## config.mk

```make
export PLATFORM = sky130hd
export DESIGN_NAME = dma_group_arb
export DESIGN_NICKNAME = d
export VERILOG_FILES = /design/src/rtl/dma_arb_pkg.sv /design/src/rtl/arb_grp_reqs.sv /design/src/rtl/arb_rot_state.sv /design/src/rtl/arb_grp_pick.sv /design/src/rtl/dma_group_arb.sv
export SDC_FILE = /design/constraint.sdc
export NUM_CORES = 1
export LEC_CHECK = 0
export BUFFER_PORTS_ARGS = -buffer_cell sky130_fd_sc_hd__buf_2
export CAP_MARGIN = 10
export CELL_PAD_IN_SITES_DETAIL_PLACEMENT = 2
export CELL_PAD_IN_SITES_GLOBAL_PLACEMENT = 2
export CORE_MARGIN = 2
export CORE_UTILIZATION = 31
export CTS_CLUSTER_DIAMETER = 200
export DETAILED_ROUTE_END_ITERATION = 8
export PLACE_DENSITY_LB_ADDON = 0.3
export SETUP_SLACK_MARGIN = 0.05
export SLEW_MARGIN = 20
export SYNTH_ARGS = -nofsm -noshare
export SYNTH_HDL_FRONTEND = slang
export SYNTH_SLANG_ARGS = --single-unit
```

## constraint.sdc

```tcl
create_clock -name clk_i -period 4.4 [get_ports clk_i]
set_input_delay 0.88 -clock clk_i [delete_from_list [all_inputs] [get_ports clk_i]]
set_output_delay 0.88 -clock clk_i [all_outputs]
set_load 0.05 [all_outputs]
```

## src/rtl/dma_arb_pkg.sv

```systemverilog
package dma_arb_pkg;
  localparam int unsigned GRP_W = 3;
  // Default map, entry i at bits [3i+2:3i]: A A B C C D E E F F
  localparam logic [29:0] DEF_GRP_MAP =
    {3'd5, 3'd5, 3'd4, 3'd4, 3'd3, 3'd2, 3'd2, 3'd1, 3'd0, 3'd0};
endpackage

```

## src/rtl/arb_grp_reqs.sv

```systemverilog
module arb_grp_reqs
  import dma_arb_pkg::*;
#(
  parameter int unsigned N_REQ = 10,
  parameter int unsigned N_GRP = 6,
  parameter logic [N_REQ*GRP_W-1:0] GRP_MAP = DEF_GRP_MAP
) (
  input  logic [N_REQ-1:0] req_i,
  output logic [N_GRP-1:0] grp_req_o
);
  for (genvar g = 0; g < N_GRP; g++) begin : g_grp
    logic hit;
    always_comb begin
      hit = 1'b0;
      for (int i = 0; i < N_REQ; i++)
        if (GRP_MAP[i*GRP_W +: GRP_W] == GRP_W'(g)) hit = hit | req_i[i];
    end
    assign grp_req_o[g] = hit;
  end
endmodule

```

## src/rtl/arb_rot_state.sv

```systemverilog
module arb_rot_state
  import dma_arb_pkg::*;
#(
  parameter int unsigned N_GRP = 6
) (
  input  logic             clk_i,
  input  logic             rst_ni,
  input  logic             adv_i,
  input  logic [GRP_W-1:0] done_grp_i,
  output logic [GRP_W-1:0] ptr_q_o,
  output logic [GRP_W-1:0] ptr_d_o
);
  logic [GRP_W-1:0] ptr_q;

  always_comb begin
    ptr_d_o = ptr_q;
    if (adv_i)
      ptr_d_o = (done_grp_i == GRP_W'(N_GRP - 1)) ? '0 : done_grp_i + GRP_W'(1);
  end

  always_ff @(posedge clk_i or negedge rst_ni)
    if (!rst_ni) ptr_q <= '0;
    else         ptr_q <= ptr_d_o;

  assign ptr_q_o = ptr_q;
endmodule

```

## src/rtl/arb_grp_pick.sv

```systemverilog
module arb_grp_pick
  import dma_arb_pkg::*;
#(
  parameter int unsigned N_GRP = 6
) (
  input  logic [N_GRP-1:0] grp_req_i,
  input  logic [GRP_W-1:0] ptr_i,
  output logic [GRP_W-1:0] win_grp_o,
  output logic             any_o
);
  always_comb begin
    win_grp_o = '0;
    any_o     = 1'b0;
    for (int k = 0; k < N_GRP; k++) begin
      int s;
      s = int'(ptr_i) + k;
      if (s >= int'(N_GRP)) s = s - int'(N_GRP);
      if (!any_o && grp_req_i[s]) begin
        any_o     = 1'b1;
        win_grp_o = GRP_W'(s);
      end
    end
  end
endmodule

```

## src/rtl/dma_group_arb.sv

```systemverilog
module dma_group_arb
  import dma_arb_pkg::*;
#(
  parameter int unsigned N_REQ    = 10,
  parameter int unsigned N_GRP    = 6,
  parameter int unsigned MODE_BIT = 7,
  parameter logic [N_REQ*GRP_W-1:0] GRP_MAP = DEF_GRP_MAP,
  localparam int unsigned IDX_W = $clog2(N_REQ)
) (
  input  logic             clk_i,
  input  logic             rst_ni,
  input  logic [7:0]       cfg_i,
  input  logic [N_REQ-1:0] req_i,
  input  logic             done_i,
  output logic [N_REQ-1:0] gnt_o,
  output logic             gnt_vld_o,
  output logic [IDX_W-1:0] gnt_idx_o
);
  logic             rot_mode;
  logic [N_REQ-1:0] gnt_q, gnt_d, cand;
  logic [IDX_W-1:0] idx_q, idx_d;
  logic             vld_q, vld_d;
  logic [GRP_W-1:0] cur_grp, ptr_q, ptr_d, win_grp;
  logic [N_GRP-1:0] grp_req;
  logic             grp_any, adv;
  logic [N_REQ-1:0] in_win;

  assign rot_mode = cfg_i[MODE_BIT];

  // group of the grant currently held
  always_comb begin
    cur_grp = '0;
    for (int i = 0; i < N_REQ; i++)
      if (gnt_q[i]) cur_grp = GRP_MAP[i*GRP_W +: GRP_W];
  end

  assign adv = rot_mode & done_i & vld_q;

  arb_rot_state #(.N_GRP(N_GRP)) u_rot (
    .clk_i      (clk_i),
    .rst_ni     (rst_ni),
    .adv_i      (adv),
    .done_grp_i (cur_grp),
    .ptr_q_o    (ptr_q),
    .ptr_d_o    (ptr_d)
  );

  arb_grp_reqs #(.N_REQ(N_REQ), .N_GRP(N_GRP), .GRP_MAP(GRP_MAP)) u_grq (
    .req_i     (req_i),
    .grp_req_o (grp_req)
  );

  arb_grp_pick #(.N_GRP(N_GRP)) u_gpk (
    .grp_req_i (grp_req),
    .ptr_i     (ptr_d),
    .win_grp_o (win_grp),
    .any_o     (grp_any)
  );

  for (genvar i = 0; i < N_REQ; i++) begin : g_mem
    assign in_win[i] = (GRP_MAP[i*GRP_W +: GRP_W] == win_grp) & grp_any;
  end

  assign cand = rot_mode ? (req_i & in_win) : req_i;

  // lowest index among candidates
  always_comb begin
    gnt_d = '0;
    idx_d = '0;
    vld_d = 1'b0;
    for (int i = N_REQ - 1; i >= 0; i--)
      if (cand[i]) begin
        gnt_d = '0;
        gnt_d[i] = 1'b1;
        idx_d = IDX_W'(i);
        vld_d = 1'b1;
      end
  end

  always_ff @(posedge clk_i or negedge rst_ni)
    if (!rst_ni) begin
      gnt_q <= '0;
      idx_q <= '0;
      vld_q <= 1'b0;
    end else begin
      gnt_q <= gnt_d;
      idx_q <= idx_d;
      vld_q <= vld_d;
    end

  assign gnt_o     = gnt_q;
  assign gnt_vld_o = vld_q;
  assign gnt_idx_o = idx_q;
endmodule

```

== Word-level counts from Yosys, hierarchy flattened ==
Cells that the tools add are included.

* Add/subtract/negate cells: 12
* Magnitude comparators: 12
* Reduce and logical (&&, ||, !) cells: 11
* Mux-type cells: 77
* Eq/ne operators: 6
* Bitwise logic cells: 13

{| class="wikitable"
|+ Operator list
! operator !! number
|-
| 32-bit by 5-bit less-than comparator with 1-bit output, second input constant || 6
|-
| 32-bit two-way mux || 6
|-
| 32-bit by 4-bit >= comparator with 1-bit output, second input constant || 5
|-
| 32-bit by 4-bit subtractor with 32-bit output, second input constant || 5
|-
| 10-bit two-way mux || 11
|-
| 3-bit two-way mux || 14
|-
| 4-bit two-way mux || 10
|-
| 1-bit two-way mux || 29
|-
| 1-bit binary-select mux with 3-bit select || 6
|-
| 10-bit AND || 1
|-
| 3-bit by 2-bit adder with 4-bit output, second input constant || 2
|-
| 3-bit by 3-bit adder with 4-bit output, second input constant || 2
|-
| 1-bit AND || 8
|-
| 2-bit by 3-bit == test with 1-bit output, first input constant || 2
|-
| 3-bit == test, first input constant || 2
|-
| 1-bit logical AND || 5
|-
| 1-bit logical NOT || 5
|-
| 3-bit by 1-bit adder with 4-bit output, second input constant || 1
|-
| 1-bit OR || 4
|-
| 3-bit by 3-bit subtractor with 4-bit output, second input constant || 1
|-
| 3-bit by 1-bit adder with 3-bit output, second input constant || 1
|-
| 1-bit by 3-bit == test with 1-bit output, first input constant || 1
|-
| 3-bit == test, second input constant || 1
|-
| 3-bit >= comparator, second input constant || 1
|-
| 2 further kinds || 2
|}

* Output and inout port bits: 15
* Input port bits: 21
* Bits in registers: 18

== Depth between registers and ports, before layout ==
Gate-level depths: netlist of the first run.

* Depth in word-level cells: 46
* Mapped depth: 20

== Hierarchy ==
From an unflattened synthesis of the first run, not the netlist that was laid out.

* Cells, all modules: 213
* Area total of the unflattened synthesis: 1853.0 sq um

{| class="wikitable"
|+ Modules (own cells, without submodules)
! module !! times used !! cells an instance !! area each (sq um)
|-
| arb_grp_pick || 1 || 119 || 918.4
|-
| dma_group_arb || 1 || 71 || 726.9
|-
| arb_rot_state || 1 || 13 || 137.6
|-
| arb_grp_reqs || 1 || 10 || 70.1
|}

== Worst setup path after synthesis of the first run ==
OpenSTA, ideal clock, no wires.

* Path type: input to register
* Start: input cfg_i[7]
* End: register vld_q, in the netlist gnt_vld_o
* Data arrival time: 5035 ps
* Setup time: 131 ps
* Buffers on the path: 3
* Cell stages on the path: 18
* Path slack: -766 ps
* Cell sequence: buf_6 and3_1 buf_6 mux2i_2 nor2_8 ha_1 clkbuf_1 nor2b_1 o21ai_0 and3_4 mux2_4 or3b_1 a211o_1 or3_4 o22a_4 a21oi_4 o2bb2ai_2 or3_1

* Cells in the longest elaborated chain, start to end: 38
* Elaborated cells between the ends (all ways): 90
* Classes of those cells: add/sub (11); order compare (6); eq/ne (5); mux (48); bitwise (9); reduce/logical (11)

{| class="wikitable"
|+ RTL lines
! what !! line !! source
|-
| start, declared || dma_group_arb.sv:12 || <nowiki>input logic [7:0] cfg_i,</nowiki>
|-
| 1-bit AND (*) (2 in series) || dma_group_arb.sv:37 || <nowiki>assign adv = rot_mode & done_i & vld_q;</nowiki>
|-
| 3-bit two-way mux (*) || arb_rot_state.sv:17 || <nowiki>if (adv_i)</nowiki>
|-
| via ptr_d[0] || dma_group_arb.sv:23 || <nowiki>logic [GRP_W-1:0] cur_grp, ptr_q, ptr_d, win_grp;</nowiki>
|-
| parallel branches: the longest is 23 deep, another holds 32-bit by 4-bit subtractor with 32-bit output || - ||
|-
| 10-bit AND (*) || dma_group_arb.sv:64 || <nowiki>assign cand = rot_mode ? (req_i & in_win) : req_i;</nowiki>
|-
| 10-bit two-way mux (*) || dma_group_arb.sv:64 ||
|-
| 1-bit two-way mux (9 in series) || dma_group_arb.sv:72 || <nowiki>if (cand[i]) begin</nowiki>
|-
| 1-bit two-way mux (*) || dma_group_arb.sv:72 ||
|-
| via vld_d || dma_group_arb.sv:22 || <nowiki>logic vld_q, vld_d;</nowiki>
|-
| end signal, assigned || dma_group_arb.sv:88 || <nowiki>vld_q <= vld_d;</nowiki>
|-
| end, declared || dma_group_arb.sv:22 ||
|}

Mark *: on every way through the listed nets, which the timed path passes. The select of a mux whose other input is x is not followed.

== Worst setup path after layout of the first run ==
* Start: input cfg_i[7]
* End: register gnt_q[8], in the netlist gnt_o[8]

* Cells in the longest elaborated chain, start to end: 37
* Elaborated cells between the ends (all ways): 89
* Classes of those cells: add/sub (11); order compare (6); eq/ne (5); mux (47); bitwise (9); reduce/logical (11)

{| class="wikitable"
|+ RTL lines
! what !! line !! source
|-
| 1-bit AND (*) (2 in series) || dma_group_arb.sv:37 ||
|-
| 3-bit two-way mux (*) || arb_rot_state.sv:17 ||
|-
| via ptr_d[0] || dma_group_arb.sv:23 ||
|-
| parallel branches: the longest is 23 deep, another holds 32-bit by 4-bit subtractor with 32-bit output || - ||
|-
| 10-bit AND (*) || dma_group_arb.sv:64 ||
|-
| 10-bit two-way mux (*) || dma_group_arb.sv:64 ||
|-
| 10-bit two-way mux (8 in series) || dma_group_arb.sv:72 ||
|-
| 10-bit two-way mux (*) || dma_group_arb.sv:72 ||
|-
| via gnt_d[8] || dma_group_arb.sv:20 || <nowiki>logic [N_REQ-1:0] gnt_q, gnt_d, cand;</nowiki>
|-
| end signal, assigned || dma_group_arb.sv:86 || <nowiki>gnt_q <= gnt_d;</nowiki>
|-
| end, declared || dma_group_arb.sv:20 ||
|}

Marks and branches as above.

==> results of run 1 <==
## state kept, by name, indices dropped and copies added, names as in the netlist
register,flops
u_rot.ptr_q_o,3
gnt_o,10
gnt_idx_o,4
gnt_vld_o,1
## what timing repair did
item | CTS | global route
endpoints found under the setup margin | 15 | 15
pin swaps | 26 | 12
buffers inserted | 10 | 8
gates resized for setup | 54 | 38
## path summary, 6_finish.rpt
path                                   from          endpoint
setup / recovery                   cfg_i[7]          gnt_o[8]
hold / removal                       rst_ni          gnt_o[2]
setup reg to reg                   gnt_o[6]          gnt_o[8]
hold reg to reg            u_rot.ptr_q_o[1]  u_rot.ptr_q_o[1]
max in group asynchronous            rst_ni          gnt_o[3]
min in group clk_i         u_rot.ptr_q_o[1]  u_rot.ptr_q_o[1]
## kinds of logic after synthesis
logic type      Yosys count
flops                    18
mux                       7
simple gates            119
buf+inv                  23
compound gates           85
xor+xnor                  1
fa+ha+maj                 8
## cells in the mapped netlist, drive strengths merged, types with 8 or more instances
cell type  count  area, um2
a31oi          8      50.05
dfrtp         18      450.4
ha             8      100.1
nor2b         10      62.56
a21oi         10      61.31
or2           10      62.56
nor2          29      125.1
o21ai          9      48.80
nand2         14      52.55
nor3          17      85.08
inv           12      47.55
nand3          8      40.04
## critical path: cells and delay by family
family	cells	cell delay, ns
AOI/OAI and AO/OA	5	1.16
buffers and inverters	6	0.85
and+or+nand+nor	6	1.72
adders and majority gates	1	0.21
muxes	1	0.22
## cell type report
class                   instances  area (um2)  share of cell area [%]
clock buffers                   4       55.05                   1.505
flip-flops and latches         18       450.4                   12.32
well taps                      96       120.1                   3.284
inverters                      12       47.55                   1.300
repair buffers                126       934.6                   25.56
multi-input cells             220        2049                   56.04
## per-stage QoR
stage	hold WS [ns]	utilization, %	instance area [um2]
after floorplan	0.5758	-	2222
after global placement	0.6587	44.31	3010
final	0.5551	53.83	3657
after detailed placement	0.6761	44.31	3010
after CTS	0.5527	50.13	3406
after global routing	0.5688	53.83	3657
## per-layer routing
| metal | part of all wire (%) | wire length (um) |
|---|---|---|
| met2 | 52 | 7902 |
| met5 | 0 | 0 |
| met4 | 6.2 | 935 |
| met3 | 4.9 | 746 |
| met1 | 37 | 5567 |
==> results_dict.tcl, run 1 <==
set metrics [dict create \
    outcome "complete, but fails checks" \
    violations "setup timing" \
    synth-simple-area-share_pct 31.16 \
    finalWorstSetupSlack_ns -0.5124 \
    nFillCells 696 \
    relSlewSlack_pct 44.07 \
    overflow 0 \
    drive_gt1_share_pct 58.95 \
    grtUsageMet3_pct 5.467 \
    dieWidth_um 87.56 \
    hpwlAfterDp_um 8235 \
    ys_types 80 \
    tightestPinTransition_ns 0.8359 \
    fin_crit_sh_pct 111.6 \
    numCtsBuffers 3 \
    syn_nets 290 \
    grt_max_degree 19 \
    synth_top_family_by_area "compound AO/OA/AOI/OAI gates" \
    rrSetupSlack_ns -0.42 \
    wl_per_cell_um 31.83 \
    use_met1_pct 37.90 \
    synth_flop_cell "dfrtp_1" \
    synth-seq-cells 18 \
    post-place-ws_ns -0.7457 \
    n_antenna_cell 0 \
    drc 0 \
    core_area_um2 6794 \
    drt_iter0_drc 237 \
    routabilityCongestion 0.8953 \
    synthXorXnorAreaFrac_pct 0.4046 \
    synthArstFlopShare_pct 100.0 \
    use_met2_pct 63.15 \
    cts_max_path_buffers 2 \
    crit_required_ns 4.56 \
    yosysSeqAreaShare_pct 20.81 \
    htreeDepth 1 \
    synth_edf_count 0 \
    path_cells "buf_8 > and3_4 > mux2i_4 > nor2_8 > buf_4 > buf_6 > inv_4 > ha_1 > buf_4 > nor2_1 > a211oi_1 > o22a_1 > or3_4 > buf_4 > or3_4 > o22a_4 > a21oi_4 > o2bb2ai_4 > nor4_2" \
    synth_compound_area_share_pct 32.66 \
    ys_warn_count 0 \
    rsz0062_at_grt "yes" \
    grt_pass1_wl_um 19340 \
    hold_violations 0 \
    fin_cells 476 \
    cp_slowest_cell "or3_4" \
    arrival_ns 5.07 \
    hold_buffers 0 \
    syn-instance-count 261 \
    clock_latency_ns 0.28 \
    period_needed_ns 4.912 \
    crit_path_end_kind "flop" \
    max_stage_delay_ns 0.40 \
    initial_core_util_pct 31.86 \
    criticalPathCategory "in -> reg" \
    grt_usage_pct 34.27 \
    vias 3009 \
    synthMuxAreaShare_pct 5.434 \
    cp-start-kind "primary input" \
    viasPerCell 6.321 \
    crit_top_cell "buf_4" \
    synthToLayoutAreaGrowth_pct 68.96 \
    row_count 30 \
    clock_sinks 18 \
    cts_tree "built" \
    grt_pass1_vias 3262 \
    drv_slew 0 \
    setup_violations 15 \
    netlist_area_um2 2165 \
    final_nets 410 \
    wl_um 15150 \
    dieHeight_um 87.56 \
    grt_most_used_layer "met2" \
    antenna_found_initial 0 \
    clockRootBuffer "clkbuf_8" \
    io_pins 36 \
    clkTransAtPathRegs_ns 0.09 \
    drtPass1Iterations 4 \
    skew_ns 0.008620 \
    final_common_cell "buf_4" \
    drv_cap 0 \
    max_freq_mhz 203.6 \
    synthAdderAreaFrac_pct 4.624 \
    port_buffers 28 \
    layout_common_cells "buf_4 (89), buf_2 (26), nor2_1 (22)" \
    ant_nets 0 \
    tns_ns -5.285 \
    cp_max_fo 9 \
    syn_avg_cell_area_um2 8.293 \
    min_path_type "in -> async" \
    dpl.cell_count 454 \
    reg2reg_depth 18 \
    die_area_um2 7667 \
]
Power of run 1 is not shown: default switching activity piles up to over one toggle a cycle in this logic, so the estimate is an artifact.
==> inputs of run 2 (changes only) <==
RECOVER_POWER = 25   (was not set)
==> results_dict.tcl, run 2 (synthesis gave the netlist of run 1 again) <==
set metrics [dict create \
    dieWidth_um 87.56 \
    multiInputGateArea_um2 2049 \
    min-delay-start "u_rot.ptr_q_o[1]" \
    grt_max_degree 19 \
    htreeDepth 1 \
    antenna_found_initial 0 \
    drtPass1Iterations 4 \
    nFillCells 697 \
    reg2reg_depth 18 \
    routabilityCongestion 0.8953 \
    ant_nets 0 \
    clkTransAtPathRegs_ns 0.09 \
    skew_ns 0.008620 \
    hold_buffers 0 \
    relSlewSlack_pct 20.10 \
    cp_max_fo 9 \
    drv_slew 0 \
    rrSetupSlack_ns -0.42 \
    cp-start-kind "primary input" \
    viasPerCell 6.321 \
    arrival_ns 5.07 \
    max_freq_mhz 203.6 \
    clock_latency_ns 0.28 \
    dieHeight_um 87.56 \
    core_area_um2 6794 \
    vias 3009 \
    row_count 30 \
    finalWorstSetupSlack_ns -0.5124 \
    port_buffers 28 \
    hpwlAfterDp_um 8235 \
    outcome "complete, but fails checks" \
    grt_most_used_layer "met2" \
    period_needed_ns 4.912 \
    tightestPinTransition_ns 1.198 \
    min_path_cells 2 \
    wl_um 15150 \
    initial_core_util_pct 31.86 \
    cts_max_path_buffers 2 \
    regArea_um2 450.4 \
    criticalPathCategory "in -> reg" \
    drv_cap 0 \
    wl_per_cell_um 31.83 \
    die_area_um2 7667 \
    n_antenna_cell 0 \
    drt_iter0_drc 237 \
    layout_common_cells "buf_4 (89), buf_2 (25), nor2_1 (22)" \
    synthToLayoutAreaGrowth_pct 68.90 \
    setup_violations 15 \
    grt_pass1_vias 3262 \
    min_path_type "reg -> reg" \
    violations "setup timing" \
    cts_tree "built" \
    drive_gt1_share_pct 58.68 \
    use_met2_pct 63.15 \
    rsz0062_at_grt "yes" \
    clock_sinks 18 \
    crit_path_end_kind "flop" \
    grtUsageMet3_pct 5.467 \
    clockRootBuffer "clkbuf_8" \
    crit_required_ns 4.56 \
    overflow 0 \
    holdPathEnd "u_rot.ptr_q_o[1]" \
    worstReg2RegStart "gnt_o[6]" \
    grt_pass1_wl_um 19340 \
    drc 0 \
    final_common_cell "buf_4" \
    io_pins 36 \
    use_met1_pct 37.90 \
    numCtsBuffers 3 \
    grt_usage_pct 34.27 \
    hold_violations 0 \
    holdWs_ns 0.7345 \
    largest_reg_flops 10 \
    fin_crit_sh_pct 111.6 \
    final_nets 410 \
    r2r_end "gnt_o[8]" \
]
## run 2: cell count changes in the layout (fill, tap and decap cells not counted)
cell,before,now
clkbuf_1,0,1
buf_2,26,25
## run 2: metal layers
layer  wire length [um]  share of wire (%)  vias up
met5                  0                  0        -
met2               7902                 52      150
li1                   -                  -     1263
met1               5567                 37     1531
met4                935                6.2        0
met3                746                4.9       65
## run 2: area by class of cell
cell class                 instances  area share (%)
inverter                          12           1.300
clock buffer                       4           1.506
multi-input combinational        220           56.06
tap                               96           3.285
timing repair buffer             126           25.53
sequential                        18           12.32
## run 2: how the worst max path moves through the flow
stage,startpoint,to,slack (ns),depth (start not counted)
global route,cfg_i[7],gnt_vld_o,-0.50,19
CTS,cfg_i[7],gnt_o[7],-0.15,16
finish,cfg_i[7],gnt_o[8],-0.51,19
global placement,cfg_i[7],gnt_idx_o[0],-0.62,15
floorplan,cfg_i[7],gnt_vld_o,-0.48,18
detailed placement,cfg_i[7],gnt_vld_o,-0.75,17
## run 2: worst max-delay path: stages
cell       delay, ns
buf_8           0.10
and3_4          0.19
mux2i_4         0.22
nor2_8          0.13
buf_4           0.14
buf_6           0.16
inv_4           0.08
ha_1            0.21
buf_4           0.19
nor2_1          0.24
a211oi_1        0.14
o22a_1          0.29
or3_4           0.38
buf_4           0.18
or3_4           0.40
o22a_4          0.31
a21oi_4         0.27
o2bb2ai_4       0.15
nor4_2          0.38
## run 2: repair_timing
| item | in CTS | in global routing |
|---|---|---|
| setup endpoints to repair | 15 | 15 |
| setup buffers | 10 | 8 |
| gates resized for setup | 54 | 38 |
| pin swaps | 26 | 12 |
## run 2: stage by stage
stage	utilization (%)	TNS, ns	setup slack (ns)	std cells	cell area (um2)
finish	53.81	-5.285	-0.5124	476	3656
global route	53.81	-5.702	-0.5005	476	3656
CTS	50.13	-1.492	-0.1529	468	3406
detailed placement	44.31	-9.858	-0.7457	454	3010
global placement	44.31	-8.026	-0.6156	454	3010
floorplan	-	-4.930	-0.4806	261	2222
Power of run 2 is left out for the same reason.
==> inputs of run 3 (changes only) <==
CORE_MARGIN = 5   (was 2)
SETUP_SLACK_MARGIN = not set   (was 0.05)
==> results_dict.tcl, run 3 (synthesis gave the netlist of run 1 again) <==
set metrics [dict create \
    outcome "complete, but fails checks" \
    violations "setup timing" \
    final_common_cell "buf_4" \
    port_buffers 28 \
    cp-start-kind "primary input" \
    io_pins 36 \
    viasPerCell 6.292 \
    finalWorstSetupSlack_ns -0.5506 \
    drt_iter0_drc 255 \
    row_count 30 \
    dieHeight_um 93.56 \
    drtPass1Iterations 6 \
    ant_nets 0 \
    rsz0062_at_grt "yes" \
    grt_usage_pct 31.09 \
    nFillCells 707 \
    overflow 0 \
    grt_max_degree 19 \
    wl_um 14740 \
    core_area_um2 6794 \
    clock_sinks 18 \
    path_buf_inv 6 \
    final_nets 412 \
    critical-path-top-delay-family "simple AND/OR/NAND/NOR gates" \
    max_freq_mhz 202.0 \
    clockRootBuffer "clkbuf_8" \
    cts_max_path_buffers 2 \
    drv_cap 0 \
    crit_top_cell "buf_4" \
    period_needed_ns 4.951 \
    fin_crit_sh_pct 112.5 \
    drive_gt1_share_pct 58.38 \
    antenna_found_initial 1 \
    htreeDepth 1 \
    die_area_um2 8753 \
    clkTransAtPathRegs_ns 0.09 \
    skew_ns 0.009515 \
    criticalPathCategory "in -> reg" \
    grt_pass1_vias 3332 \
    vias 3014 \
    hold_buffers 0 \
    initial_core_util_pct 31.86 \
    numCtsBuffers 3 \
    tightestPinTransition_ns 1.195 \
    dieWidth_um 93.56 \
    drc 0 \
    routabilityCongestion 0.8677 \
    synthToLayoutAreaGrowth_pct 70.81 \
    largest_reg_flops 10 \
    crit_path_end_kind "flop" \
    layout_common_cells "buf_4 (91), buf_2 (25), nor2_1 (22)" \
    cts_tree "built" \
    drv_slew 0 \
    relSlewSlack_pct 20.30 \
    grt_pass1_wl_um 20240 \
    setup_violations 15 \
    hpwlAfterDp_um 8390 \
    holdWs_ns 0.7777 \
    path_cells "buf_8 > buf_4 > nand3_2 > or3_1 > and2_4 > ha_1 > buf_4 > mux4_2 > buf_4 > o2bb2ai_1 > o21ai_1 > o31a_1 > o31ai_4 > buf_4 > nor2_2 > a21oi_1 > buf_4 > nor4_2" \
    min_path_type "reg -> reg" \
    arrival_ns 5.10 \
    crit_required_ns 4.55 \
    cp_max_fo 9 \
    clock_latency_ns 0.28 \
    wl_per_cell_um 30.78 \
    hold_violations 0 \
    cp_slowest_cell "or3_1" \
    max_stage_delay_ns 0.48 \
]
[run 3: cell types whose count changed in the layout (fill, tap and decap cells not counted), sizes merged]
| cell | change |
|---|---|
| buf | +2 |
| diode | +1 |
[run 3: timing repair]
action	CTS	global route
setup endpoints to repair	15	15
pin swaps	27	3
buffers inserted	15	5
resized for setup	53	40
[run 3: layer usage]
| layer | track usage, % | wire length [um] | share of wire (%) |
|---|---|---|---|
| met5 | 0 | 0 | 0 |
| met3 | 4.747 | 677 | 4.6 |
| met2 | 58.31 | 7636 | 52 |
| met1 | 33.84 | 5616 | 38 |
| met4 | 14.56 | 813 | 5.5 |
[run 3: worst reg2reg max path: stages (launching register included)]
cell,delay [ns]
dfrtp_1,0.45
nor3_1,0.38
nand2_1,0.15
nor3_2,0.19
a21o_1,0.21
buf_6,0.17
ha_1,0.20
buf_4,0.19
mux4_2,0.57
buf_4,0.17
o2bb2ai_1,0.25
o21ai_1,0.39
o31a_1,0.40
o31ai_4,0.15
buf_4,0.18
nor2_2,0.15
a21oi_1,0.08
buf_4,0.20
nor4_2,0.34
[run 3: final cells by class]
type	instances	area, um2	area share (%)
antenna	1	2.502	0.06768
timing repair buffer	128	948.4	25.65
tap	96	120.1	3.249
multi-input combinational	220	2073	56.07
clock buffer	4	55.05	1.489
inverter	12	47.55	1.286
sequential	18	450.4	12.18
[run 3: final timing paths]
| kind | slack, ns | start | to | cells past startpoint |
|---|---|---|---|---|
| max | -0.55 | cfg_i[7] | gnt_idx_o[3] | 18 |
| max reg2reg | -0.51 | gnt_o[7] | gnt_idx_o[3] | 18 |
| min in group asynchronous | 0.82 | rst_ni | gnt_o[8] | 1 |
| min | 0.78 | u_rot.ptr_q_o[1] | u_rot.ptr_q_o[1] | 2 |
| max in group asynchronous | 2.86 | rst_ni | gnt_o[3] | 1 |
| min reg2reg | 0.78 | u_rot.ptr_q_o[1] | u_rot.ptr_q_o[1] | 2 |
[run 3: metrics by stage]
step	cells	area [um2]	utilization [%]	setup slack, ns	TNS, ns
finish	479	3697	54.42	-0.5506	-5.042
global route	479	3697	54.42	-0.6011	-6.830
CTS	473	3462	50.96	-0.2545	-2.481
detailed placement	454	3010	44.31	-0.8191	-10.50
global placement	454	3010	44.31	-0.6419	-7.989
floorplan	261	2222	-	-0.4806	-4.930
Power of run 3 is left out for the same reason.
